## config.mk

```make
export PLATFORM = sky130hd
export DESIGN_NAME = ss_conv_seq
export DESIGN_NICKNAME = d
export VERILOG_FILES = /design/src/rtl/ssc_pkg.sv /design/src/rtl/ssc_sequencer.sv /design/src/rtl/ssc_capture.sv /design/src/rtl/ssc_cal_table.sv /design/src/rtl/ss_conv_seq.sv
export SDC_FILE = /design/constraint.sdc
export NUM_CORES = 1
export LEC_CHECK = 0
export CAP_MARGIN = 0
export CORE_AREA = 5 5 201 203
export DETAILED_ROUTE_END_ITERATION = 7
export DIE_AREA = 0 0 206 208
export DONT_BUFFER_PORTS = 1
export GPL_TIMING_DRIVEN = 1
export PLACE_DENSITY = 0.7
export SYNTH_ARGS = -nofsm -noshare
export SYNTH_HDL_FRONTEND = slang
export SYNTH_SLANG_ARGS = --single-unit
```

## constraint.sdc

```tcl
create_clock -name clk -period 3.46 [get_ports clk]
set_input_delay 0.692 -clock clk [delete_from_list [all_inputs] [get_ports clk]]
set_output_delay 0.692 -clock clk [all_outputs]
set_load 0.02 [all_outputs]
```

## src/rtl/ssc_pkg.sv

```systemverilog
package ssc_pkg;

    // Phase of the reference: quiet reset interval or running ramp
    typedef enum logic {
        PH_QUIET = 1'b0,
        PH_RAMP  = 1'b1
    } ssc_phase_e;

    // Ramp direction encoding used on sample_dir
    localparam logic DIR_UP   = 1'b0;
    localparam logic DIR_DOWN = 1'b1;

endpackage

```

## src/rtl/ssc_sequencer.sv

```systemverilog
module ssc_sequencer
    import ssc_pkg::*;
#(
    parameter int RST_CYC  = 4,
    parameter int RAMP_CYC = 40,
    parameter int TW       = 16
) (
    input  logic          clk,
    input  logic          rst_n,
    input  logic [TW-1:0] tdc_now,
    output logic          ramp_ctl,
    output logic          in_ramp,
    output logic          ramp_last,
    output logic          ramp_dir,
    output logic [TW-1:0] start_stamp
);

    localparam int CNT_MAX = (RST_CYC > RAMP_CYC) ? RST_CYC : RAMP_CYC;
    localparam int CW      = (CNT_MAX > 1) ? $clog2(CNT_MAX) : 1;
    localparam logic [CW-1:0] QUIET_END = CW'(RST_CYC - 1);
    localparam logic [CW-1:0] RAMP_END  = CW'(RAMP_CYC - 1);

    typedef struct packed {
        ssc_phase_e    phase;
        logic          dir;
        logic [CW-1:0] cnt;
        logic          ctl;
        logic [TW-1:0] start;
    } seq_state_t;

    seq_state_t s_d, s_q;

    always_comb begin
        s_d = s_q;
        case (s_q.phase)
            PH_QUIET: begin
                if (s_q.cnt == QUIET_END) begin
                    s_d.phase = PH_RAMP;
                    s_d.cnt   = '0;
                    s_d.ctl   = (s_q.dir == DIR_UP);
                    s_d.start = tdc_now;
                end else begin
                    s_d.cnt = s_q.cnt + 1'b1;
                end
            end
            default: begin
                if (s_q.cnt == RAMP_END) begin
                    s_d.phase = PH_QUIET;
                    s_d.cnt   = '0;
                    s_d.dir   = ~s_q.dir;
                end else begin
                    s_d.cnt = s_q.cnt + 1'b1;
                end
            end
        endcase
    end

    always_ff @(posedge clk or negedge rst_n) begin
        if (!rst_n) begin
            s_q.phase <= PH_QUIET;
            s_q.dir   <= DIR_UP;
            s_q.cnt   <= '0;
            s_q.ctl   <= 1'b0;
            s_q.start <= '0;
        end else begin
            s_q <= s_d;
        end
    end

    assign ramp_ctl    = s_q.ctl;
    assign in_ramp     = (s_q.phase == PH_RAMP);
    assign ramp_last   = in_ramp && (s_q.cnt == RAMP_END);
    assign ramp_dir    = s_q.dir;
    assign start_stamp = s_q.start;


    ctl_quiet_chk: assert property (@(posedge clk) disable iff (!rst_n)
        !$stable(ramp_ctl) |-> (in_ramp && s_q.cnt == '0));


    ctl_level_chk: assert property (@(posedge clk) disable iff (!rst_n)
        (in_ramp && s_q.cnt == '0 && !$stable(ramp_ctl)) |-> (ramp_ctl == (ramp_dir == DIR_UP)));

endmodule

```

## src/rtl/ssc_capture.sv

```systemverilog
module ssc_capture #(
    parameter int NB       = 6,
    parameter int TW       = 16,
    parameter int SCALE_SH = 1
) (
    input  logic          clk,
    input  logic          rst_n,
    input  logic          in_ramp,
    input  logic          ramp_last,
    input  logic [TW-1:0] start_stamp,
    input  logic          xing_vld,
    input  logic [TW-1:0] xing_stamp,
    output logic [NB-1:0] res_code,
    output logic          res_ovf
);

    typedef struct packed {
        logic          got;
        logic          big;
        logic [NB-1:0] code;
    } cap_state_t;

    cap_state_t c_d, c_q;

    logic [TW-1:0] diff;
    logic [TW-1:0] scaled;
    logic          take;
    logic          big_now;
    logic [NB-1:0] code_now;
    logic          hit;

    always_comb begin
        diff     = xing_stamp - start_stamp;
        scaled   = diff >> SCALE_SH;
        big_now  = |scaled[TW-1:NB];
        code_now = scaled[NB-1:0];
        take     = in_ramp && xing_vld && !c_q.got;

        c_d = c_q;
        if (take) begin
            c_d.got  = 1'b1;
            c_d.big  = big_now;
            c_d.code = code_now;
        end
        if (ramp_last) begin
            c_d.got = 1'b0;
        end

        hit      = c_q.got || take;
        res_code = c_q.got ? c_q.code : code_now;
        res_ovf  = !hit || (c_q.got ? c_q.big : big_now);
    end

    always_ff @(posedge clk or negedge rst_n) begin
        if (!rst_n) begin
            c_q <= '0;
        end else begin
            c_q <= c_d;
        end
    end


    hit_in_ramp_chk: assert property (@(posedge clk) disable iff (!rst_n)
        $rose(c_q.got) |-> $past(in_ramp && xing_vld));


    hit_hold_chk: assert property (@(posedge clk) disable iff (!rst_n)
        (c_q.got && !ramp_last) |=> $stable(c_q.code));

endmodule

```

## src/rtl/ssc_cal_table.sv

```systemverilog
module ssc_cal_table #(
    parameter int NB     = 6,
    parameter bit CAL_EN = 1'b1
) (
    input  logic          clk,
    input  logic          rst_n,
    input  logic          wr_en,
    input  logic [NB-1:0] wr_addr,
    input  logic [NB-1:0] wr_data,
    input  logic [NB-1:0] rd_addr,
    output logic [NB-1:0] rd_data
);

    localparam int DEPTH = 1 << NB;

    generate
        if (CAL_EN) begin : g_table
            logic [NB-1:0] tbl_d [DEPTH];
            logic [NB-1:0] tbl_q [DEPTH];

            always_comb begin
                tbl_d = tbl_q;
                if (wr_en) begin
                    tbl_d[wr_addr] = wr_data;
                end
            end

            always_ff @(posedge clk or negedge rst_n) begin
                if (!rst_n) begin
                    for (int i = 0; i < DEPTH; i++) begin
                        tbl_q[i] <= NB'(i);
                    end
                end else begin
                    tbl_q <= tbl_d;
                end
            end

            assign rd_data = tbl_q[rd_addr];


            tbl_write_chk: assert property (@(posedge clk) disable iff (!rst_n)
                wr_en |=> (tbl_q[$past(wr_addr)] == $past(wr_data)));
        end else begin : g_bypass
            logic unused_cal;
            assign unused_cal = &{1'b0, clk, rst_n, wr_en, wr_addr, wr_data};
            assign rd_data    = rd_addr;
        end
    endgenerate

endmodule

```

## src/rtl/ss_conv_seq.sv

```systemverilog
module ss_conv_seq #(
    parameter int NB           = 6,
    parameter int TW           = 16,
    parameter int FINE_PER_CLK = 4,
    parameter int RAMP_CYC     = 40,
    parameter int RST_CYC      = 4,
    parameter int SCALE_SH     = 1,
    parameter bit CAL_EN       = 1'b1
) (
    input  logic          clk,
    input  logic          rst_n,
    input  logic [TW-1:0] tdc_now,
    input  logic          xing_vld,
    input  logic [TW-1:0] xing_stamp,
    input  logic          cal_we,
    input  logic [NB-1:0] cal_addr,
    input  logic [NB-1:0] cal_data,
    output logic          ramp_ctl,
    output logic          sample_vld,
    output logic [NB-1:0] sample_code,
    output logic          sample_dir,
    output logic          sample_ovf
);

    localparam longint RAMP_FINE = longint'(RAMP_CYC) * longint'(FINE_PER_CLK);
    localparam longint CODE_SPAN = longint'(1) << NB;
    localparam bit     CFG_OK    = ((RAMP_FINE >> SCALE_SH) >= CODE_SPAN) && (TW > NB)
                                   && (RAMP_CYC >= 2) && (RST_CYC >= 1);


    generate
        if (!CFG_OK) begin : g_cfg_bad
            initial $fatal(1, "ss_conv_seq: ramp shorter than the output code range");
        end
    endgenerate

    typedef struct packed {
        logic          vld;
        logic [NB-1:0] code;
        logic          dir;
        logic          ovf;
    } out_state_t;

    out_state_t o_d, o_q;

    logic          in_ramp;
    logic          ramp_last;
    logic          ramp_dir;
    logic [TW-1:0] start_stamp;
    logic [NB-1:0] res_code;
    logic          res_ovf;
    logic [NB-1:0] cal_code;

    ssc_sequencer #(
        .RST_CYC  (RST_CYC),
        .RAMP_CYC (RAMP_CYC),
        .TW       (TW)
    ) i_seq (
        .clk         (clk),
        .rst_n       (rst_n),
        .tdc_now     (tdc_now),
        .ramp_ctl    (ramp_ctl),
        .in_ramp     (in_ramp),
        .ramp_last   (ramp_last),
        .ramp_dir    (ramp_dir),
        .start_stamp (start_stamp)
    );

    ssc_capture #(
        .NB       (NB),
        .TW       (TW),
        .SCALE_SH (SCALE_SH)
    ) i_cap (
        .clk         (clk),
        .rst_n       (rst_n),
        .in_ramp     (in_ramp),
        .ramp_last   (ramp_last),
        .start_stamp (start_stamp),
        .xing_vld    (xing_vld),
        .xing_stamp  (xing_stamp),
        .res_code    (res_code),
        .res_ovf     (res_ovf)
    );

    ssc_cal_table #(
        .NB     (NB),
        .CAL_EN (CAL_EN)
    ) i_cal (
        .clk     (clk),
        .rst_n   (rst_n),
        .wr_en   (cal_we),
        .wr_addr (cal_addr),
        .wr_data (cal_data),
        .rd_addr (res_code),
        .rd_data (cal_code)
    );

    always_comb begin
        o_d     = o_q;
        o_d.vld = ramp_last;
        if (ramp_last) begin
            o_d.code = res_ovf ? {NB{1'b1}} : cal_code;
            o_d.dir  = ramp_dir;
            o_d.ovf  = res_ovf;
        end
    end

    always_ff @(posedge clk or negedge rst_n) begin
        if (!rst_n) begin
            o_q <= '0;
        end else begin
            o_q <= o_d;
        end
    end

    assign sample_vld  = o_q.vld;
    assign sample_code = o_q.code;
    assign sample_dir  = o_q.dir;
    assign sample_ovf  = o_q.ovf;


    vld_pulse_chk: assert property (@(posedge clk) disable iff (!rst_n)
        sample_vld |=> !sample_vld);


    vld_at_end_chk: assert property (@(posedge clk) disable iff (!rst_n)
        sample_vld |-> $past(ramp_last));


    ovf_code_chk: assert property (@(posedge clk) disable iff (!rst_n)
        (sample_vld && sample_ovf) |-> (sample_code == {NB{1'b1}}));


    dir_match_chk: assert property (@(posedge clk) disable iff (!rst_n)
        sample_vld |-> (sample_dir != ramp_ctl));

endmodule

```

==> results of run 1 <==
cells in the final DEF, fill, tap and decap left out, types with 5 or more instances in the layout:
master	Yosys	final
and2_1	6	6
o2111ai_1	5	5
and3_1	14	14
or2_2	5	5
xor2_1	5	5
mux2i_1	33	33
clkbuf_1	61	18
a31oi_1	12	12
buf_4	3	78
nand2b_1	7	7
clkbuf_16	0	49
a21oi_1	22	21
nand3_1	67	67
or3_1	10	10
o21a_1	7	7
buf_12	0	16
nor3_1	15	15
nand4_1	15	15
clkbuf_8	0	14
nor2_1	72	72
ha_1	15	15
dfrtp_1	234	234
xnor2_1	5	5
nand2_1	204	204
mux4_2	60	60
o211ai_1	7	7
inv_1	24	24
dfstp_2	192	192
mux2_2	408	408
or4_1	7	7
o21ai_0	23	22
cells by family (layout without fill, tap and decap cells):
logic type | Yosys count | in the layout | share of synthesized area
AOI/OAI and AO/OA | 116 | 116 | 0.03868
xor gates and xnor gates | 10 | 10 | 0.004197
DFF | 426 | 426 | 0.5224
muxes | 501 | 501 | 0.3008
buffers and inverters | 128 | 206 | 0.02639
and+or+nand+nor | 446 | 446 | 0.09757
adders and majority gates | 16 | 16 | 0.009954
critical path, delay by kind of cell (launching register included):
kind	cells	cell delay [ns]
AND/OR/NAND/NOR	6	0.99
buffers and inverters	5	0.79
AO/OA/AOI/OAI	3	0.57
flip-flops	1	0.37
adder cells (fa/ha/maj)	1	0.34
XOR/XNOR	1	0.14
per-layer routing:
| layer | vias up | global-route usage | routed length [um] |
|---|---|---|---|
| met5 | - | 0 | 0 |
| met3 | 111 | 0.04936 | 3700 |
| li1 | 6028 | - | - |
| met2 | 463 | 0.3826 | 24600 |
| met1 | 7103 | 0.3354 | 21900 |
| met4 | 0 | 0.09316 | 1948 |
what timing repair did:
action / CTS / global route
setup buffers: 0 / 9
gates resized for setup: 0 / 5
hold endpoints to repair: 241 / 236
endpoints found under the setup margin: 0 / 4
worst paths after layout:
| kind | end | cells after the start |
|---|---|---|
| min in group clk | i_seq.start_stamp[1] | 1 |
| min reg2reg | i_seq.s_q[17] | 1 |
| max reg2reg | sample_code[1] | 16 |
| min | i_cal.g_table.tbl_q[18] | 0 |
| max in group asynchronous | i_cal.g_table.tbl_q[227] | 0 |
| max | sample_code[1] | 16 |
metrics by stage:
| step | setup slack (ns) | util | hold slack, ns | total power [W] | std cells |
|---|---|---|---|---|---|
| 2_1_floorplan | 0.1983 | - | 0.3964 | 0.007862 | 1643 |
| 3_3_place_gp | -0.1334 | 0.5728 | 0.4227 | 0.008597 | 2143 |
| 3_5_place_dp | -0.1460 | 0.5728 | 0.4249 | 0.008690 | 2143 |
| 4_1_cts | 0.07916 | 0.6119 | -0.1972 | 0.01356 | 2228 |
| 5_1_grt | 0.01896 | 0.6159 | -0.1956 | 0.01410 | 2239 |
| 6_report | 0.1651 | 0.6159 | -0.1811 | 0.01355 | 2239 |
registers in the layout, summed over array words and instances, names as in the netlist:
name                 flops
sample_code              6
i_seq.ramp_ctl           1
i_seq.s_q                6
i_seq.in_ramp            1
i_cal.g_table.tbl_q    384
i_cap.c_q                8
sample_dir               1
sample_ovf               1
i_seq.ramp_dir           1
sample_vld               1
i_seq.start_stamp       16
area by class of cell:
class | count | area [um2] | area share
clock buffers | 79 | 1436 | 0.06092
repair buffers | 97 | 983.4 | 0.04171
clock inverters | 6 | 58.81 | 0.002494
well taps | 518 | 648.1 | 0.02749
multi-input cells | 1089 | 9462 | 0.4013
inverters | 24 | 90.09 | 0.003821
flip-flops and latches | 426 | 10900 | 0.4623
power breakdown:
part	internal, W	switching [W]	leakage [nW]
clock	0.00288	0.00195	0.735
combinational	0.00136	0.00121	4.42
sequential	0.00582	0.000324	5.03
==> key figures, run 1 <==
Logic synthesis
  • Synth Instances: approximately 1600
  • Ys async rst share: 1.000
  • YS warnings: 0
  • Top-count cell post-synth: mux2_2
  • Synth unique cells: 67
  • Synth top area share: 0.2806
  • Post-synth EDFFs: 0
  • Yosys top cell by area: dfrtp_1
  • Syn Area/Cell: around 13 um2
  • Main synth FF type: dfrtp_1
  • Register area share after synthesis: 0.5224
  • Synthesized area: 0.02087 mm2
  • Syn_nets: ~1700
  • Number of synthesized register bits: about 430
  • Dominant cells by area after synthesis: dfrtp_1 (28%), dfstp_2 (24%), mux2_2 (22%)
  • Commonest cells post-synth: mux2_2 (408), dfrtp_1 (234), nand2_1 (204)

Route
  • WL final: 52.15 mm
  • Via density: a little over 6
  • DR vias: about 14000
  • Detail Route Antenna Nets: 0
  • Drc violations: 0
  • DRT iter0 DRCs: 840
  • WL per Instance: approximately 23 um
  • DRT Pass-1 Iters: 6

Worst setup path
  • Req. time, crit path: 3.97 ns
  • Crit path max-delay cell type: or4_1
  • Worst-path fanout max: 19
  • Crit path top cell by count: buf_4
  • Critical Path Start Type: register
  • Crit-path cells: nor2b_1 -> fa_2 -> buf_4 -> xor2_1 -> buf_4 -> o21ai_4 -> buf_12 -> buf_16 -> nand2_1 -> nand3_1 -> o21ai_0 -> o211ai_1 -> buf_4 -> nand4_1 -> or4_1 -> nand3_1
  • Reg-to-Reg Start: i_seq.start_stamp[0]
  • R2R setup slack: around 0.17 ns
  • Worst setup EP type: register
  • Critical path type: register to register
  • CP peak stage delay: 0.52 ns
  • Worst EP arrival: about 3.8 ns
  • Worst setup path startpoint: i_seq.start_stamp[0]

STA
  • Final period util: 0.9523
  • Fin. Hold Viols: 92
  • Hold_ws: -0.1811 ns
  • Relative slew slack: -0.03155
  • Setup_tns: 0 ns
  • Final setup viols: 0
  • RSZ-0062 raised after global routing: no
  • Clock skew: about 0.016 ns
  • Slew @ Worst Pin: about 1.5 ns
  • Fmax: between 300 and 400 MHz
  • Slew Limit Fails: 71
  • Period minus WS final: roughly 3.3 ns

Floorplanning
  • Initial Util: 0.5450
  • Die Width: around 200 um
  • Core area: around 0.038 mm2
  • Die H: about 210 um
  • I/O Pins: 58
  • Row cnt: a little over 70
  • Die Area: 0.04285 mm2

Outcome
  • Status: complete, but fails checks
  • Failing checks: hold timing, slew limit

GRT
  • Largest net degree at the start of global routing: 427
  • Initial antenna violation count: 0
  • Remaining global-route overflow: 0
  • First-pass GRT wire length: 82.26 mm
  • Vias in the first global route: around 14000
  • Total GRT Usage: 0.2432

Run
  • Max Cap Violations: 0

Clocking
  • Later-pin clock latency in the skew report: 0.58 ns
  • CTS H-tree lvls: 2
  • Reg clk slew, reported paths: approximately 0.06 ns
  • Root buffer cell: clkbuf_16
  • CTS tree: done
  • Num CTS Buffers: 46
  • CTS Sinks: roughly 430
  • CTS max path bufs: 3

Cells and area
  • Ant diodes: 0
  • # fillers: approximately 3000
  • Design area: 0.02358 mm2
  • Area growth syn-to-layout: 13.01%
  • Share of layout cells above drive strength 1: 0.4916
  • Nets: ~1700

Hold path
  • HP Class: primary input to asynchronous set/reset pin

Power and ir drop
  • Pwr per Cell Area: roughly 570 mW/mm2
  • Leak Pwr: 10.18 nW
  • Max IR drop VDD: around 0.47 mV

Placed design
  • Post-DP Area: around 0.022 mm2
  • Global placement routability congestion: between 0.8 and 0.9
  • Post-DP HPWL: 34.02 mm
  • I/O Buffers: 0
No activity file was read; power rests on OpenSTA's default activity.
==> inputs of run 2 (changes only) <==
ABC_CLOCK_PERIOD_IN_PS = 3460   (was default)
CORE_AREA = 5 5 181 226   (was 5 5 201 203)
DIE_AREA = 0 0 186 231   (was 0 0 206 208)
REMOVE_ABC_BUFFERS = 1   (was default)
==> run 2 against run 1 <==
The flow finishes with violations (hold timing). Critical path depth shrank 4. Cell area shrank 0.36%. Power shrank 0.75%. Sequential power is essentially flat. Wire length shrank 0.59%. Count of clock-buffer cells in the layout shrank 21. Worst hold slack gained 0.012 ns. Flip-flop and latch count is the same. Final cell count shrank 0.85%. Die area grew 0.28%. Non-clock buffer count grew 9. Clock skew shrank 0.00090 ns.
==> key figures, run 2 (synthesis results as in run 1) <==
Outcome
  • Status: complete, but fails checks
  • Failing checks: hold timing

STA
  • Setup_tns: 0 ns
  • Slew Limit Fails: 0
  • Fin. Hold Viols: around 160
  • Final period util: 0.9630
  • Hold_ws: -0.1696 ns
  • Period minus WS final: between 3 and 4 ns
  • Fmax: 300.1 MHz
  • Slew @ Worst Pin: ~1.0 ns
  • Final setup viols: 0
  • Relative slew slack: 0.3027
  • Clock skew: 0.01543 ns
  • RSZ-0062 raised after global routing: no

Placed design
  • I/O Buffers: 0
  • Post-DP HPWL: roughly 34 mm
  • Global placement routability congestion: just under 0.9
  • DP Cell Count: about 2100
  • Post-DP Area: ~0.022 mm2

Clocking
  • Later-pin clock latency in the skew report: roughly 0.56 ns
  • CTS H-tree lvls: 2
  • CTS Sinks: between 400 and 500
  • CTS tree: done
  • Reg clk slew, reported paths: approximately 0.06 ns
  • Root buffer cell: clkbuf_16
  • Num CTS Buffers: 42
  • CTS max path bufs: 3

GRT
  • Initial antenna violation count: 0
  • Total GRT Usage: 0.2464
  • First-pass GRT wire length: ~83 mm
  • Largest net degree at the start of global routing: approximately 430
  • Remaining global-route overflow: 0
  • Vias in the first global route: around 15000

Power and ir drop
  • Leak Pwr: between 10 and 15 nW
  • Max IR drop VDD: approximately 0.42 mV
  • Final Power: 0.01344 W
  • Pwr per Cell Area: between 500 and 600 mW/mm2

Cells and area
  • Final core occ: 0.6069
  • Ant diodes: 0
  • # fillers: 3059
  • Design area: between 0.02 and 0.025 mm2
  • Max FFs per register: 384
  • Nets: roughly 1800
  • Area growth syn-to-layout: 12.60%
  • Most common cell after layout, fill and taps aside: mux2_2
  • Largest register by flop count: i_cal.g_table.tbl_q
  • Finished Layout Cells: roughly 2200
  • Share of layout cells above drive strength 1: 0.4971
  • Most frequent cells in the layout: mux2_2 (408), dfrtp_1 (234), nand2_1 (204)

Floorplanning
  • Row cnt: between 80 and 90
  • I/O Pins: between 50 and 60
  • Core area: 0.03871 mm2
  • Die Width: roughly 190 um
  • Initial Util: 0.5389
  • Die Area: ~0.043 mm2
  • Die H: ~230 um

Worst setup path
  • Critical Path End: sample_code[4]
  • Critical Path Start Type: register
  • Reg-to-Reg Start: i_seq.start_stamp[0]
  • Req. time, crit path: between 3 and 4 ns
  • Worst setup path startpoint: i_seq.start_stamp[0]
  • Reg2Reg Capture Point: sample_code[4]
  • R2R setup slack: roughly 0.13 ns
  • Worst EP arrival: ~3.8 ns
  • R2R cell count: 12
  • Worst-path fanout max: 5
  • Critical path type: register to register
  • Worst setup EP type: register

Route
  • DRT iter0 DRCs: roughly 830
  • Via density: 6.087
  • Detail Route Antenna Nets: 0
  • DR vias: about 14000
  • WL final: roughly 52 mm
  • DRT Pass-1 Iters: 5
  • WL per Instance: around 23 um
  • Drc violations: 0

Run
  • Max Cap Violations: 0

Hold path
  • HP Class: primary input to asynchronous set/reset pin
run 2: worst min-delay path by stage:
stage	end	startpoint	cells past startpoint
global route	i_cal.g_table.tbl_q[335]	rst_n	0
CTS	i_cal.g_table.tbl_q[305]	rst_n	0
finish	i_cap.c_q[1]	rst_n	0
global placement	i_cap.c_q[1]	rst_n	0
floorplan	i_cal.g_table.tbl_q[100]	rst_n	0
detailed placement	i_cap.c_q[2]	rst_n	0
run 2: timing repair:
action / CTS / global route
endpoints found under the hold margin: 234 / 235
setup endpoints to repair: 0 / 6
resized for setup: 0 / 4
setup buffers: 0 / 2
run 2: critical path: stages, from the launching register on:
cell	delay, ns
dfrtp_1	0.38
nor2b_2	0.18
fa_1	0.41
nand2b_1	0.20
a21o_1	0.22
a31o_2	0.27
o221ai_1	0.30
nor2_1	0.23
a32oi_1	0.26
buf_4	0.16
o2111ai_1	0.12
or4_1	0.42
nand3_1	0.10
run 2: per-stage QoR:
stage	hold WS, ns	worst slack, ns
3_3_place_gp	0.4177	-0.1608
6_report	-0.1696	0.1279
2_1_floorplan	0.3964	-4.011
5_1_grt	-0.1774	0.002767
4_1_cts	-0.1634	0.05296
3_5_place_dp	0.4178	-0.1537
run 2: final cells by class:
cell class | count | area, um2 | share of cell area
clock buffers | 58 | 1182 | 0.05032
clock inverters | 19 | 237.7 | 0.01012
inverters | 24 | 90.09 | 0.003834
multi-input cells | 1089 | 9465 | 0.4029
flip-flops and latches | 426 | 10900 | 0.4639
well taps | 498 | 623.1 | 0.02652
repair buffers | 106 | 996.0 | 0.04239
run 2: power breakdown:
group / switching, W / total [W] / internal [W] / leakage (nW)
clock: 0.00196 / 0.00474 / 0.00278 / 0.701
sequential: 0.000315 / 0.00613 / 0.00582 / 5.03
combinational: 0.00120 / 0.00257 / 0.00137 / 4.44
run 2: metal layers:
layer / vias up / wire [um] / global-route usage
li1: 6031 / - / -
met1: 6983 / 20150 / 0.3083
met2: 373 / 26440 / 0.4246
met3: 126 / 3054 / 0.04240
met4: 0 / 2200 / 0.09704
met5: - / 0 / 0
==> inputs of run 3 (changes only) <==
RECOVER_POWER = 100   (was default)
==> run 3 against run 2 <==
The flow still finishes with violations (hold timing). Wire length rose by 0.13%. Die area is the same. Count of clock-buffer cells in the layout unchanged. Sequential share of layout area grew 0.059 points. Clock power is essentially flat. Final cell count is the same. Critical path depth stayed put. Via count is 0.50% higher. Maximum frequency down 0.39%. First-iteration DRC count grew 3.4%. Flip-flop and latch count unchanged. Cell area is 0.13% lower. Largest cell class unchanged. Highest routed layer unchanged.
==> key figures, run 3 (synthesis results as in run 1) <==
Worst setup path
  • R2R cell count: 12
  • Worst setup EP type: register
  • Req. time, crit path: 3.95 ns
  • Reg-to-Reg Start: i_seq.start_stamp[0]
  • Worst setup path startpoint: i_seq.start_stamp[0]
  • Worst-path fanout max: 5
  • Worst EP arrival: roughly 3.8 ns
  • Critical Path Start Type: register
  • Critical path type: register to register

GRT
  • Top Usage Layer GRT: met2
  • Global routing usage on met3: 0.04240
  • Total GRT Usage: 0.2464
  • Grt met1 use: 0.3083
  • First-pass GRT wire length: 82.86 mm
  • Initial antenna violation count: 0
  • Remaining global-route overflow: 0
  • Vias in the first global route: ~15000
  • Largest net degree at the start of global routing: approximately 430
  • Met2 Use GR: 0.4246

Power and ir drop
  • Pwr per Cell Area: 572.5 mW/mm2
  • Max IR drop VDD: between 0.4 and 0.5 mV
  • Seq pwr share: 0.457
  • Switching part of the total power: 0.2583
  • Int Pwr: approximately 0.01 W
  • Final Power: 0.01343 W
  • Leak Pwr: between 10 and 15 nW
  • Clock Power Share: 0.352
  • Sw Pwr: between 0.003 and 0.004 W
  • Combinational fraction of design power: 0.191

Cells and area
  • # fillers: 3070
  • Register area: 0.01090 mm2
  • Finished Layout Cells: roughly 2200
  • Most common cell after layout, fill and taps aside: mux2_2
  • Nets: 1753
  • Ant diodes: 0
  • Area growth syn-to-layout: 12.46%
  • Share of layout cells above drive strength 1: 0.4901
  • Max FFs per register: 384
  • Multi-input logic area: around 0.0095 mm2
  • Most frequent cells in the layout: mux2_2 (405), dfrtp_1 (234), nand2_1 (204)
  • Largest register by flop count: i_cal.g_table.tbl_q

Clocking
  • Later-pin clock latency in the skew report: ~0.55 ns
  • CTS tree: done
  • CTS Sinks: between 400 and 500
  • Reg clk slew, reported paths: ~0.06 ns
  • Num CTS Buffers: between 40 and 50
  • CTS H-tree lvls: 2
  • Root buffer cell: clkbuf_16
  • CTS max path bufs: 3

STA
  • Clock skew: 0.01249 ns
  • Setup_tns: 0 ns
  • RSZ-0062 raised after global routing: no
  • Hold_ws: -0.1655 ns
  • Final setup viols: 0
  • Fmax: between 200 and 300 MHz
  • Slew Limit Fails: 0
  • Final period util: 0.9668
  • Fin. Hold Viols: 167
  • Relative slew slack: 0.3235
  • Slew @ Worst Pin: around 1.0 ns
  • Period minus WS final: 3.345 ns

Route
  • WL final: 51.91 mm
  • DR vias: roughly 14000
  • Drc violations: 0
  • Via density: approximately 6.1
  • DRT Pass-1 Iters: 6
  • WL per Instance: roughly 23 um
  • DRT iter0 DRCs: 861
  • Detail Route Antenna Nets: 0

Placed design
  • DP Cell Count: about 2100
  • Post-DP HPWL: 34.09 mm
  • Global placement routability congestion: 0.8801
  • I/O Buffers: 0

Floorplanning
  • I/O Pins: a little under 60
  • Die Area: between 0.04 and 0.05 mm2
  • Die Width: 186 um
  • Die H: 231 um
  • Row cnt: 81
  • Initial Util: 0.5389
  • Core area: just under 0.04 mm2

Hold path
  • HP Class: primary input to asynchronous set/reset pin

Outcome
  • Failing checks: hold timing
  • Status: complete, but fails checks

Run
  • Max Cap Violations: 0
## run 3: what timing repair did
action | 4_1_cts | 5_1_grt
setup endpoints to repair | 0 | 6
resized for setup | 0 | 4
buffers inserted | 0 | 2
hold endpoints to repair | 234 | 235
## run 3: cell type report
class	count	share of cell area
multi-input combinational	1089	0.4032
clock buffer	58	0.05039
tap	498	0.02655
inverter	24	0.003839
clock inverter	19	0.01013
sequential	426	0.4645
timing repair buffer	106	0.04132
## run 3: path summary, 6_finish.rpt
check | slack [ns] | to
worst max-delay path | 0.11 | sample_code[4]
worst min-delay path | -0.17 | i_cap.c_q[1]
worst max register to register | 0.11 | sample_code[4]
worst min register to register | 0.48 | i_seq.s_q[17]
max in group asynchronous | 2.78 | i_cal.g_table.tbl_q[243]
min in group clk | 0.29 | i_seq.start_stamp[2]
## run 3: critical path, cell delays in order, from the launching register on
cell and delay (ns):
dfrtp_1 0.38, nor2b_2 0.18, fa_1 0.41, nand2b_1 0.20, a21o_1 0.22, a31o_2 0.27
o221ai_1 0.30, nor2_1 0.23, a32oi_1 0.26, buf_4 0.16, o2111ai_1 0.13, or4_1 0.42
nand3_1 0.10
## run 3: power by group through the flow
stage / Sequential [W] / Combinational, W / Clock [W]
after CTS: 0.00613 / 0.00256 / 0.00482
after global placement: 0.00617 / 0.00250 / 0
final: 0.00613 / 0.00257 / 0.00473
after floorplan: 0.00609 / 0.00169 / 0
after global routing: 0.00620 / 0.00277 / 0.00502
after detailed placement: 0.00621 / 0.00255 / 0
## run 3: per-layer routing
metal	routed length (um)	vias to the layer above
met3	3039	135
met5	0	-
met2	26380	375
li1	-	6031
met4	2223	0
met1	20270	7040
## run 3: stage by stage
step	cell area [um2]	setup WS, ns	hold slack (ns)	util
6_report	23470	0.1148	-0.1655	0.6061
5_1_grt	23470	0.001393	-0.1774	0.6061
4_1_cts	23450	0.05296	-0.1634	0.6057
3_5_place_dp	22030	-0.1537	0.4178	0.5690
3_3_place_gp	22030	-0.1608	0.4177	0.5690
2_1_floorplan	20400	-4.011	0.3964	-
